[config.mk]
export PLATFORM = sky130hd
export DESIGN_NAME = panel_vtiming
export DESIGN_NICKNAME = d
export VERILOG_FILES = /design/src/rtl/vt_pkg.sv /design/src/rtl/vt_cfg_hold.sv /design/src/rtl/vt_counters.sv /design/src/rtl/vt_windows.sv /design/src/rtl/panel_vtiming.sv
export SDC_FILE = /design/constraint.sdc
export NUM_CORES = 1
export LEC_CHECK = 0
export BUFFER_PORTS_ARGS = -buffer_cell sky130_fd_sc_hd__buf_2
export CORE_MARGIN = 4
export CORE_UTILIZATION = 51
export DETAILED_ROUTE_END_ITERATION = 12
export PLACE_DENSITY = 0.72
export SYNTH_ARGS = -nofsm -noshare
export SYNTH_HDL_FRONTEND = slang
export SYNTH_SLANG_ARGS = --single-unit
[constraint.sdc]
create_clock -name clk -period 9.1 [get_ports clk]
set_input_delay 0.455 -clock clk [delete_from_list [all_inputs] [get_ports clk]]
set_output_delay 0.455 -clock clk [all_outputs]
set_load 0.005 [all_outputs]
[src/rtl/vt_pkg.sv]
package vt_pkg;
  localparam int PIX_W = 11;
  localparam int LIN_W = 10;
  localparam int WID_W = 7;
  localparam int OFS_W = 10;
  localparam int POS_W = PIX_W + LIN_W + 1;

  typedef struct packed {
    logic [PIX_W-1:0] line_len;
    logic [LIN_W-1:0] frame_lines;
    logic [LIN_W-1:0] disp_cnt;
    logic [LIN_W-1:0] disp_start;
    logic [LIN_W-1:0] sync_line;
    logic [WID_W-1:0] sync_wid;
    logic [OFS_W-1:0] ofs_on;
    logic [OFS_W-1:0] ofs_off;
    logic             sync_high;
    logic [PIX_W-1:0] hact_start;
    logic [PIX_W-1:0] hact_len;
    logic             shift_inv;
    logic             shift_gate;
  } vt_cfg_t;

  // absolute frame position where the sync pulse begins
  function automatic logic [POS_W-1:0] sync_on_at(
    input logic [LIN_W-1:0] ln, input logic [PIX_W-1:0] len, input logic [OFS_W-1:0] ofs);
    return POS_W'(ln) * POS_W'(len) + POS_W'(ofs);
  endfunction

  // first absolute frame position after the sync pulse
  function automatic logic [POS_W-1:0] sync_off_at(
    input logic [LIN_W-1:0] ln, input logic [WID_W-1:0] wid,
    input logic [PIX_W-1:0] len, input logic [OFS_W-1:0] ofs);
    return (POS_W'(ln) + POS_W'(wid) + POS_W'(1)) * POS_W'(len) + POS_W'(ofs);
  endfunction

  // v lies in [lo, lo+n)
  function automatic logic in_span(
    input logic [POS_W-1:0] v, input logic [POS_W-1:0] lo, input logic [POS_W-1:0] n);
    return (v >= lo) && ((v - lo) < n);
  endfunction
endpackage

[src/rtl/vt_cfg_hold.sv]
module vt_cfg_hold
  import vt_pkg::*;
(
  input  logic    clk,
  input  logic    rst_n,
  input  logic    frame_end,
  input  vt_cfg_t cfg_in,
  output vt_cfg_t cfg_q
);
  // capture during reset and at the frame boundary only
  always_ff @(posedge clk) begin
    if (!rst_n || frame_end) cfg_q <= cfg_in;
  end
endmodule

[src/rtl/vt_counters.sv]
module vt_counters
  import vt_pkg::*;
(
  input  logic             clk,
  input  logic             rst_n,
  input  logic [PIX_W-1:0] line_len,
  input  logic [LIN_W-1:0] frame_lines,
  output logic [PIX_W-1:0] pix_q,
  output logic [LIN_W-1:0] line_q,
  output logic [POS_W-1:0] pos_q,
  output logic             frame_end
);
  logic line_end;

  assign line_end  = (pix_q == line_len - PIX_W'(1));
  assign frame_end = line_end && (line_q == frame_lines - LIN_W'(1));

  always_ff @(posedge clk) begin
    if (!rst_n || frame_end) begin
      pix_q  <= '0;
      line_q <= '0;
      pos_q  <= '0;
    end else if (line_end) begin
      pix_q  <= '0;
      line_q <= line_q + LIN_W'(1);
      pos_q  <= pos_q + POS_W'(1);
    end else begin
      pix_q  <= pix_q + PIX_W'(1);
      pos_q  <= pos_q + POS_W'(1);
    end
  end
endmodule

[src/rtl/vt_windows.sv]
module vt_windows
  import vt_pkg::*;
(
  input  logic [PIX_W-1:0] pix,
  input  logic [LIN_W-1:0] line,
  input  logic [POS_W-1:0] pos,
  input  logic [PIX_W-1:0] line_len,
  input  logic [LIN_W-1:0] disp_start,
  input  logic [LIN_W-1:0] disp_cnt,
  input  logic [LIN_W-1:0] sync_line,
  input  logic [WID_W-1:0] sync_wid,
  input  logic [OFS_W-1:0] ofs_on,
  input  logic [OFS_W-1:0] ofs_off,
  input  logic [PIX_W-1:0] hact_start,
  input  logic [PIX_W-1:0] hact_len,
  output logic [POS_W-1:0] sync_on,
  output logic [POS_W-1:0] sync_off,
  output logic             vdisp,
  output logic             hact,
  output logic             sync_act
);
  assign sync_on  = sync_on_at(sync_line, line_len, ofs_on);
  assign sync_off = sync_off_at(sync_line, sync_wid, line_len, ofs_off);
  assign sync_act = (pos >= sync_on) && (pos < sync_off);
  assign vdisp    = in_span(POS_W'(line), POS_W'(disp_start), POS_W'(disp_cnt) + POS_W'(1));
  assign hact     = in_span(POS_W'(pix), POS_W'(hact_start), POS_W'(hact_len));
endmodule

[src/rtl/panel_vtiming.sv]
module panel_vtiming
  import vt_pkg::*;
(
  input  logic             clk,
  input  logic             rst_n,
  input  logic [PIX_W-1:0] cfg_line_len,
  input  logic [LIN_W-1:0] cfg_frame_lines,
  input  logic [LIN_W-1:0] cfg_disp_cnt,
  input  logic [LIN_W-1:0] cfg_disp_start,
  input  logic [LIN_W-1:0] cfg_sync_line,
  input  logic [WID_W-1:0] cfg_sync_wid,
  input  logic [OFS_W-1:0] cfg_ofs_on,
  input  logic [OFS_W-1:0] cfg_ofs_off,
  input  logic             cfg_sync_high,
  input  logic [PIX_W-1:0] cfg_hact_start,
  input  logic [PIX_W-1:0] cfg_hact_len,
  input  logic             cfg_shift_inv,
  input  logic             cfg_shift_gate,
  output logic             line_strobe,
  output logic             frame_sync,
  output logic             vdisp_active,
  output logic             shift_qual
);
  vt_cfg_t          cfg_in, cfg_q;
  logic [PIX_W-1:0] pix_q;
  logic [LIN_W-1:0] line_q;
  logic [POS_W-1:0] pos_q, sync_on, sync_off;
  logic             frame_end, vdisp_w, hact_w, sync_act;
  logic             shift_run;

  assign cfg_in = '{line_len: cfg_line_len, frame_lines: cfg_frame_lines,
                    disp_cnt: cfg_disp_cnt, disp_start: cfg_disp_start,
                    sync_line: cfg_sync_line, sync_wid: cfg_sync_wid,
                    ofs_on: cfg_ofs_on, ofs_off: cfg_ofs_off,
                    sync_high: cfg_sync_high, hact_start: cfg_hact_start,
                    hact_len: cfg_hact_len, shift_inv: cfg_shift_inv,
                    shift_gate: cfg_shift_gate};

  vt_cfg_hold u_hold (
    .clk(clk), .rst_n(rst_n), .frame_end(frame_end), .cfg_in(cfg_in), .cfg_q(cfg_q)
  );

  vt_counters u_cnt (
    .clk(clk), .rst_n(rst_n), .line_len(cfg_q.line_len), .frame_lines(cfg_q.frame_lines),
    .pix_q(pix_q), .line_q(line_q), .pos_q(pos_q), .frame_end(frame_end)
  );

  vt_windows u_win (
    .pix(pix_q), .line(line_q), .pos(pos_q), .line_len(cfg_q.line_len),
    .disp_start(cfg_q.disp_start), .disp_cnt(cfg_q.disp_cnt),
    .sync_line(cfg_q.sync_line), .sync_wid(cfg_q.sync_wid),
    .ofs_on(cfg_q.ofs_on), .ofs_off(cfg_q.ofs_off),
    .hact_start(cfg_q.hact_start), .hact_len(cfg_q.hact_len),
    .sync_on(sync_on), .sync_off(sync_off),
    .vdisp(vdisp_w), .hact(hact_w), .sync_act(sync_act)
  );

  assign line_strobe  = (pix_q == '0);
  assign vdisp_active = vdisp_w;
  assign frame_sync   = !rst_n ? 1'b1 : (cfg_q.sync_high ? sync_act : !sync_act);
  assign shift_run    = !cfg_q.shift_gate || hact_w;
  assign shift_qual   = shift_run ^ cfg_q.shift_inv;
endmodule

==> metrics.csv, run 1 <==
metric,value,unit
status,finished with violations,
violations,setup timing,
whs,174,ps
final.min_clock_period,9300,ps
portBuffers,108,
crit_required,8650,ps
synth_edf_count,103,
slew_viol_final,0,
hold_path_class,in -> reg,
ios,109,
clkTransAtPathRegs,70,ps
gp_congestion,0.901,
regToRegStartpoint,u_hold.cfg_q[92],
r2r_slack,4110,ps
grt_pass1_vias,13700,
vdd_drop_max,513,uV
crit_top_cell,fa_1,
fin_cells,2409,
reg2reg_to,u_hold.cfg_q[57],
hold_buffers,0,
critPathCaptureType,output pin,
die_w,190,um
initial_core_util,51.9,%
synthArstFlopShare,0,%
clock_latency,450,ps
avgSynthCellArea,9.49,um^2
die_h,190,um
synth_cell_type_count,63,
cts_tree,built,
dpl.cell_count,2362,
antenna_found_initial,5,
cp_top_family,adder cells,
postSynthCellCount,1789,
drt-initial-drc-count,672,
yosysSeqAreaShare,23.3,%
setup_viol,1,
ant_nets,0,
hold_end,u_hold.cfg_q[75],
max_cap_violations,0,
path_max_fanout,4,
whs_path_depth,1,
grt_pass1_wl,66800,um
worstRegToRegCells,11,
synthesis.area,17000,um^2
dp_slack,-145,ps
arrival,8840,ps
vias,12900,
cp_slowest_cell,fa_1,
wl_per_cell,16.7,um
hpwl,31800,um
crit_buf_inv,8,
drc_errors,0,
cts_max_level,4,
cts_buffers,17,
critPathLaunch,u_hold.cfg_q[53],
areaGrowthSynthToFinish,14.3,%
fp-row-count,66,
synth-main-ff-cell,edfxtp_1,
p_leak,9.42,nW
overflow,0,
grt_usage,23.0,%
clock_sink_count,146,
finalSetupTns,-198,ps
fmax,108,MHz
clk_path_buf_depth,2,
drive_gt1_share,14.2,%
routed_wl,40100,um
critPathKind,reg -> out,
cpPeakStageDelay,540,ps
core_area,32700,um^2
hp-start,cfg_disp_cnt[3],
timing.final.crit_share,102,%
tightest_slew,889,ps
viasPerCell,5.36,
start_kind,flip-flop,
hold_violations,0,
fin_nets,2461,
ys_warn_count,0,
die_area,36300,um^2
clock_skew,10.3,ps
slew-limit-headroom,40.5,%
clock-root-buffer,clkbuf_16,
worst_slack,-198,ps
dr.pass1.iters,5,
ys_seq_elements,146,
fillers,2762,
grt_max_degree,64,
pwr_density_cell,405,nW/um^2
rsz0062_at_grt,true,
## per-stage QoR
| step | area, um^2 | utilization [%] | power, mW |
|---|---|---|---|
| floorplan | 17000 | - | 4.83 |
| global placement | 18400 | 56.3 | 6.23 |
| detailed placement | 18400 | 56.3 | 6.38 |
| CTS | 19200 | 58.7 | 7.32 |
| global route | 19400 | 59.4 | 8.73 |
| finish | 19400 | 59.4 | 7.86 |
## final cells by class
| cell class | count | area (um^2) | area share, % |
|---|---|---|---|
| Antenna cell | 1 | 2.50 | 0.0129 |
| Clock buffer | 18 | 429 | 2.21 |
| Clock inverter | 14 | 178 | 0.915 |
| Inverter | 288 | 1080 | 5.57 |
| Multi-Input combinational cell | 1307 | 12000 | 61.9 |
| Sequential cell | 146 | 3950 | 20.4 |
| Tap cell | 442 | 553 | 2.85 |
| Timing Repair Buffer | 193 | 1210 | 6.23 |
## report_power, final
part / switching (mW) / internal [mW]
combinational: 3.30 / 3.04
sequential: 0.0295 / 0.743
clock: 0.309 / 0.435
## flip-flops by register name, summed over array words and instances (netlist names)
| signal | cells |
|---|---|
| u_hold.cfg_q | 103 |
| u_cnt.pix_q | 11 |
| u_cnt.line_q | 10 |
| u_cnt.pos_q | 22 |
## metal layers
| metal | vias to the layer above | track usage, % | share of wire [%] |
|---|---|---|---|
| met5 | - | 0 | 0.13 |
| met4 | 8 | 7.73 | 2.8 |
| met3 | 77 | 4.28 | 5.0 |
| met2 | 292 | 40.3 | 51 |
| met1 | 6355 | 28.7 | 42 |
| li1 | 6169 | - | - |
## logic make-up after synthesis
logic type	share of synthesized area, %
other	0.0442
flip-flops	23.3
AO/OA/AOI/OAI	8.47
AND/OR/NAND/NOR	15.6
buffers and inverters	7.75
multiplexers	0.243
adder cells (fa/ha/maj)	37.7
XOR/XNOR	6.91
## what timing repair did
item,4_1_cts,5_1_grt
resized for setup,21,39
pin swaps,28,55
cloned,0,0
setup buffers,9,6
endpoints found under the hold margin,0,0
setup endpoints to repair,1,1
## worst max path at each step
stage / to / cells past startpoint
finish: frame_sync / 37
global route: frame_sync / 35
CTS: frame_sync / 37
detailed placement: frame_sync / 37
global placement: frame_sync / 37
floorplan: frame_sync / 36
## cell usage after synthesis (all sizes together) (17+ instances only)
master,n,area (um^2)
and2,97,607
and3,21,131
nand2,177,667
o21ai,47,235
clkbuf,44,165
fa,182,3640
xnor2,79,692
nor2,101,379
nand2b,22,138
nand4,18,113
dfxtp,43,861
nand3,33,165
nor3,17,90.1
xor2,55,482
inv,288,1080
ha,221,2770
edfxtp,103,3090
a21o,29,218
a21oi,64,320
## layout by cell type, fill, tap and decap left out, types with 5 or more instances in the layout
| cell | count |
|---|---|
| a21boi_0 | 5 |
| nor2_1 | 101 |
| edfxtp_1 | 103 |
| dfxtp_1 | 43 |
| nand4_1 | 18 |
| buf_4 | 81 |
| fa_1 | 180 |
| inv_2 | 5 |
| nand3_1 | 32 |
| a21o_1 | 29 |
| o21bai_1 | 9 |
| a2111oi_0 | 6 |
| nor3_1 | 15 |
| or3_1 | 10 |
| nand2b_1 | 22 |
| o21a_1 | 11 |
| o21ai_0 | 40 |
| xor2_1 | 55 |
| inv_1 | 283 |
| and2_1 | 97 |
| o211ai_1 | 5 |
| buf_2 | 107 |
| ha_1 | 215 |
| nand2_1 | 173 |
| nor2b_1 | 13 |
| xnor2_1 | 75 |
| and3_1 | 20 |
| conb_1 | 10 |
| a21oi_1 | 58 |
| nor4_1 | 6 |
| clkbuf_16 | 17 |
Power figures use the tool's default switching activity.
==> inputs of run 2 (changes only) <==
--- a/config.mk
+++ b/config.mk
@@ -9,7 +9,7 @@
 export CORE_MARGIN = 4
 export CORE_UTILIZATION = 51
 export DETAILED_ROUTE_END_ITERATION = 12
-export PLACE_DENSITY = 0.72
+export PLACE_DENSITY = 0.69
 export SYNTH_ARGS = -nofsm -noshare
 export SYNTH_HDL_FRONTEND = slang
 export SYNTH_SLANG_ARGS = --single-unit
==> run 2 against run 1 <==
The run still ends with setup timing left. First-iteration DRC count down 8.0%. Non-clock buffer count grew 8. Core utilization increased by 0.25 points. Die area stayed put. Clock skew grew 3.6 ps. Maximum frequency down 0.34%. Largest cell class unchanged.
==> metrics.csv, run 2 (synthesized netlist as in run 1, its figures left out) <==
metric,value,unit,change
clockPowerShare,8.7,%,-0.8 points
fin_nets,2469,,+0.33%
clkTransAtPathRegs,70,ps,about the same
die_area,36300,um^2,unchanged
grt_pass1_vias,13800,,+0.46%
vias,12800,,-0.50%
diodes,0,,-1
slew-limit-headroom,38.4,%,-2.1 points
finalPower,8.08,mW,+2.8%
worstRegToRegCells,11,,unchanged
post-route-cell-area,19500,um^2,+0.43%
final.min_clock_period,9330,ps,+32.2 ps
crit_top_cell,fa_1,,
pwr_density_cell,415,nW/um^2,+2.4%
regArea,3950,um^2,unchanged
dr.max_layer_used,met4,,
fmax,107,MHz,-0.34%
grt_pass1_wl,67300,um,+0.69%
areaGrowthSynthToFinish,14.8,%,
start_kind,flip-flop,,
dp_slack,-197,ps,-52.5 ps
rsz0062_at_grt,true,,
p_seq_share,9.5,%,-0.3 points
pwr-share-comb,81.8,%,+1.1 points
p_int,4.35,mW,+3.0%
viasPerCell,5.32,,-0.74%
dr.pass1.iters,5,,unchanged
clock_sink_count,146,,unchanged
timing.final.crit_share,103,%,+0.35 points
path_max_fanout,4,,unchanged
violations,setup timing,,
cpPeakStageDelay,560,ps,+20 ps
p_sw_share,46.2,%,-0.098 points
die_w,190,um,unchanged
cp_top_family,adder cells,,
drive_gt1_share,14.7,%,+0.46 points
crit_buf_inv,7,,-1
max_cap_violations,0,,unchanged
cts_buffers,17,,unchanged
initial_core_util,51.9,%,unchanged
critPathKind,reg -> out,,
clock_skew,14.0,ps,+3.64 ps
crit_required,8650,ps,about the same
vdd_drop_max,610,uV,+19%
largest-register,u_hold.cfg_q,,
overflow,0,,unchanged
clock_latency,450,ps,about the same
grt_usage,23.2,%,+0.23 points
grt_max_degree,73,,+14%
p_leak,9.45,nW,+0.30%
clk_path_buf_depth,2,,unchanged
whs_path_depth,1,,unchanged
setup_viol,1,,unchanged
wl_per_cell,16.7,um,+0.38%
multi_input_area,12100,um^2,+0.43%
drc_errors,0,,unchanged
dpl_cell_area,18400,um^2,about the same
hold_path_class,in -> reg,,
fillers,2787,,+0.91%
whs,176,ps,+2.34 ps
hold_violations,0,,unchanged
most-common-layout-cells,"inv_1 (284), ha_1 (214), fa_1 (180), nand2_1 (173), buf_2 (107)",,
largestRegisters,"u_hold.cfg_q: 103 flops, u_cnt.pos_q: 22 flops, u_cnt.pix_q: 11 flops",,
routed_wl,40400,um,+0.63%
p_sw,3.73,mW,+2.6%
ant_nets,0,,unchanged
core_area,32700,um^2,unchanged
ios,109,,unchanged
largest_reg_flops,103,,unchanged
route.met2.wl,20000,um,-1.6%
dr_wl_met3,2340,um,+17%
critPathCaptureType,output pin,,
cts_tree,built,,
die_h,190,um,unchanged
gp_congestion,0.914,,+1.4%
tightest_slew,924,ps,+34.5 ps
worst_slack,-230,ps,-32.2 ps
cp_slowest_cell,fa_1,,
status,finished with violations,,
slew_viol_final,0,,unchanged
final_common_cell,inv_1,,
hpwl,31600,um,-0.40%
cts_max_level,4,,unchanged
wirelength_met1,17000,um,+2.3%
hold_buffers,0,,unchanged
clock-root-buffer,clkbuf_16,,
post-route-util,59.6,%,+0.25 points
antenna_found_initial,0,,-5
arrival,8870,ps,+30 ps
critical_path_depth,38,,+2.7%
drt-initial-drc-count,618,,-8.0%
portBuffers,108,,unchanged
fp-row-count,66,,unchanged
[run 2: power groups by stage]
stage / logic, mW / clock network (mW) / registers [mW]
after global routing: 7.42 / 0.748 / 0.773
after floorplan: 4.06 / 0 / 0.772
final: 6.61 / 0.703 / 0.770
after global placement: 5.45 / 0 / 0.783
after CTS: 6.21 / 0.720 / 0.769
after detailed placement: 5.62 / 0 / 0.783
[run 2: cell type report]
| type | count | share of cell area (%) |
|---|---|---|
| clock buffer | 19 | 2.22 |
| clock inverter | 12 | 0.674 |
| inverter | 288 | 5.54 |
| multi-input combinational | 1307 | 61.9 |
| sequential | 146 | 20.3 |
| tap | 442 | 2.84 |
| timing repair buffer | 201 | 6.59 |
[run 2: per-layer routing]
layer  vias up  track usage (%)
met5         -                0
met2       334             40.1
li1       6185                -
met3        67             4.60
met1      6251             29.4
met4         0             7.79
[run 2: metrics by stage]
step	instances	setup TNS, ps
after global placement	2364	-61.9
after global routing	2415	-578
final	2415	-230
after CTS	2413	-259
after detailed placement	2364	-197
after floorplan	1797	0
[run 2: what timing repair did]
action / in CTS / in global routing
endpoints found under the setup margin: 1 / 1
pin swaps: 44 / 43
setup buffers: 19 / 2
gates resized for setup: 43 / 25
[run 2: worst paths after layout]
check / from / end / slack, ps
max: u_hold.cfg_q[52] / frame_sync / -230
min reg2reg: u_cnt.pos_q[0] / u_cnt.pos_q[0] / 530
min: cfg_disp_cnt[5] / u_hold.cfg_q[77] / 180
max reg2reg: u_hold.cfg_q[92] / u_hold.cfg_q[52] / 4690
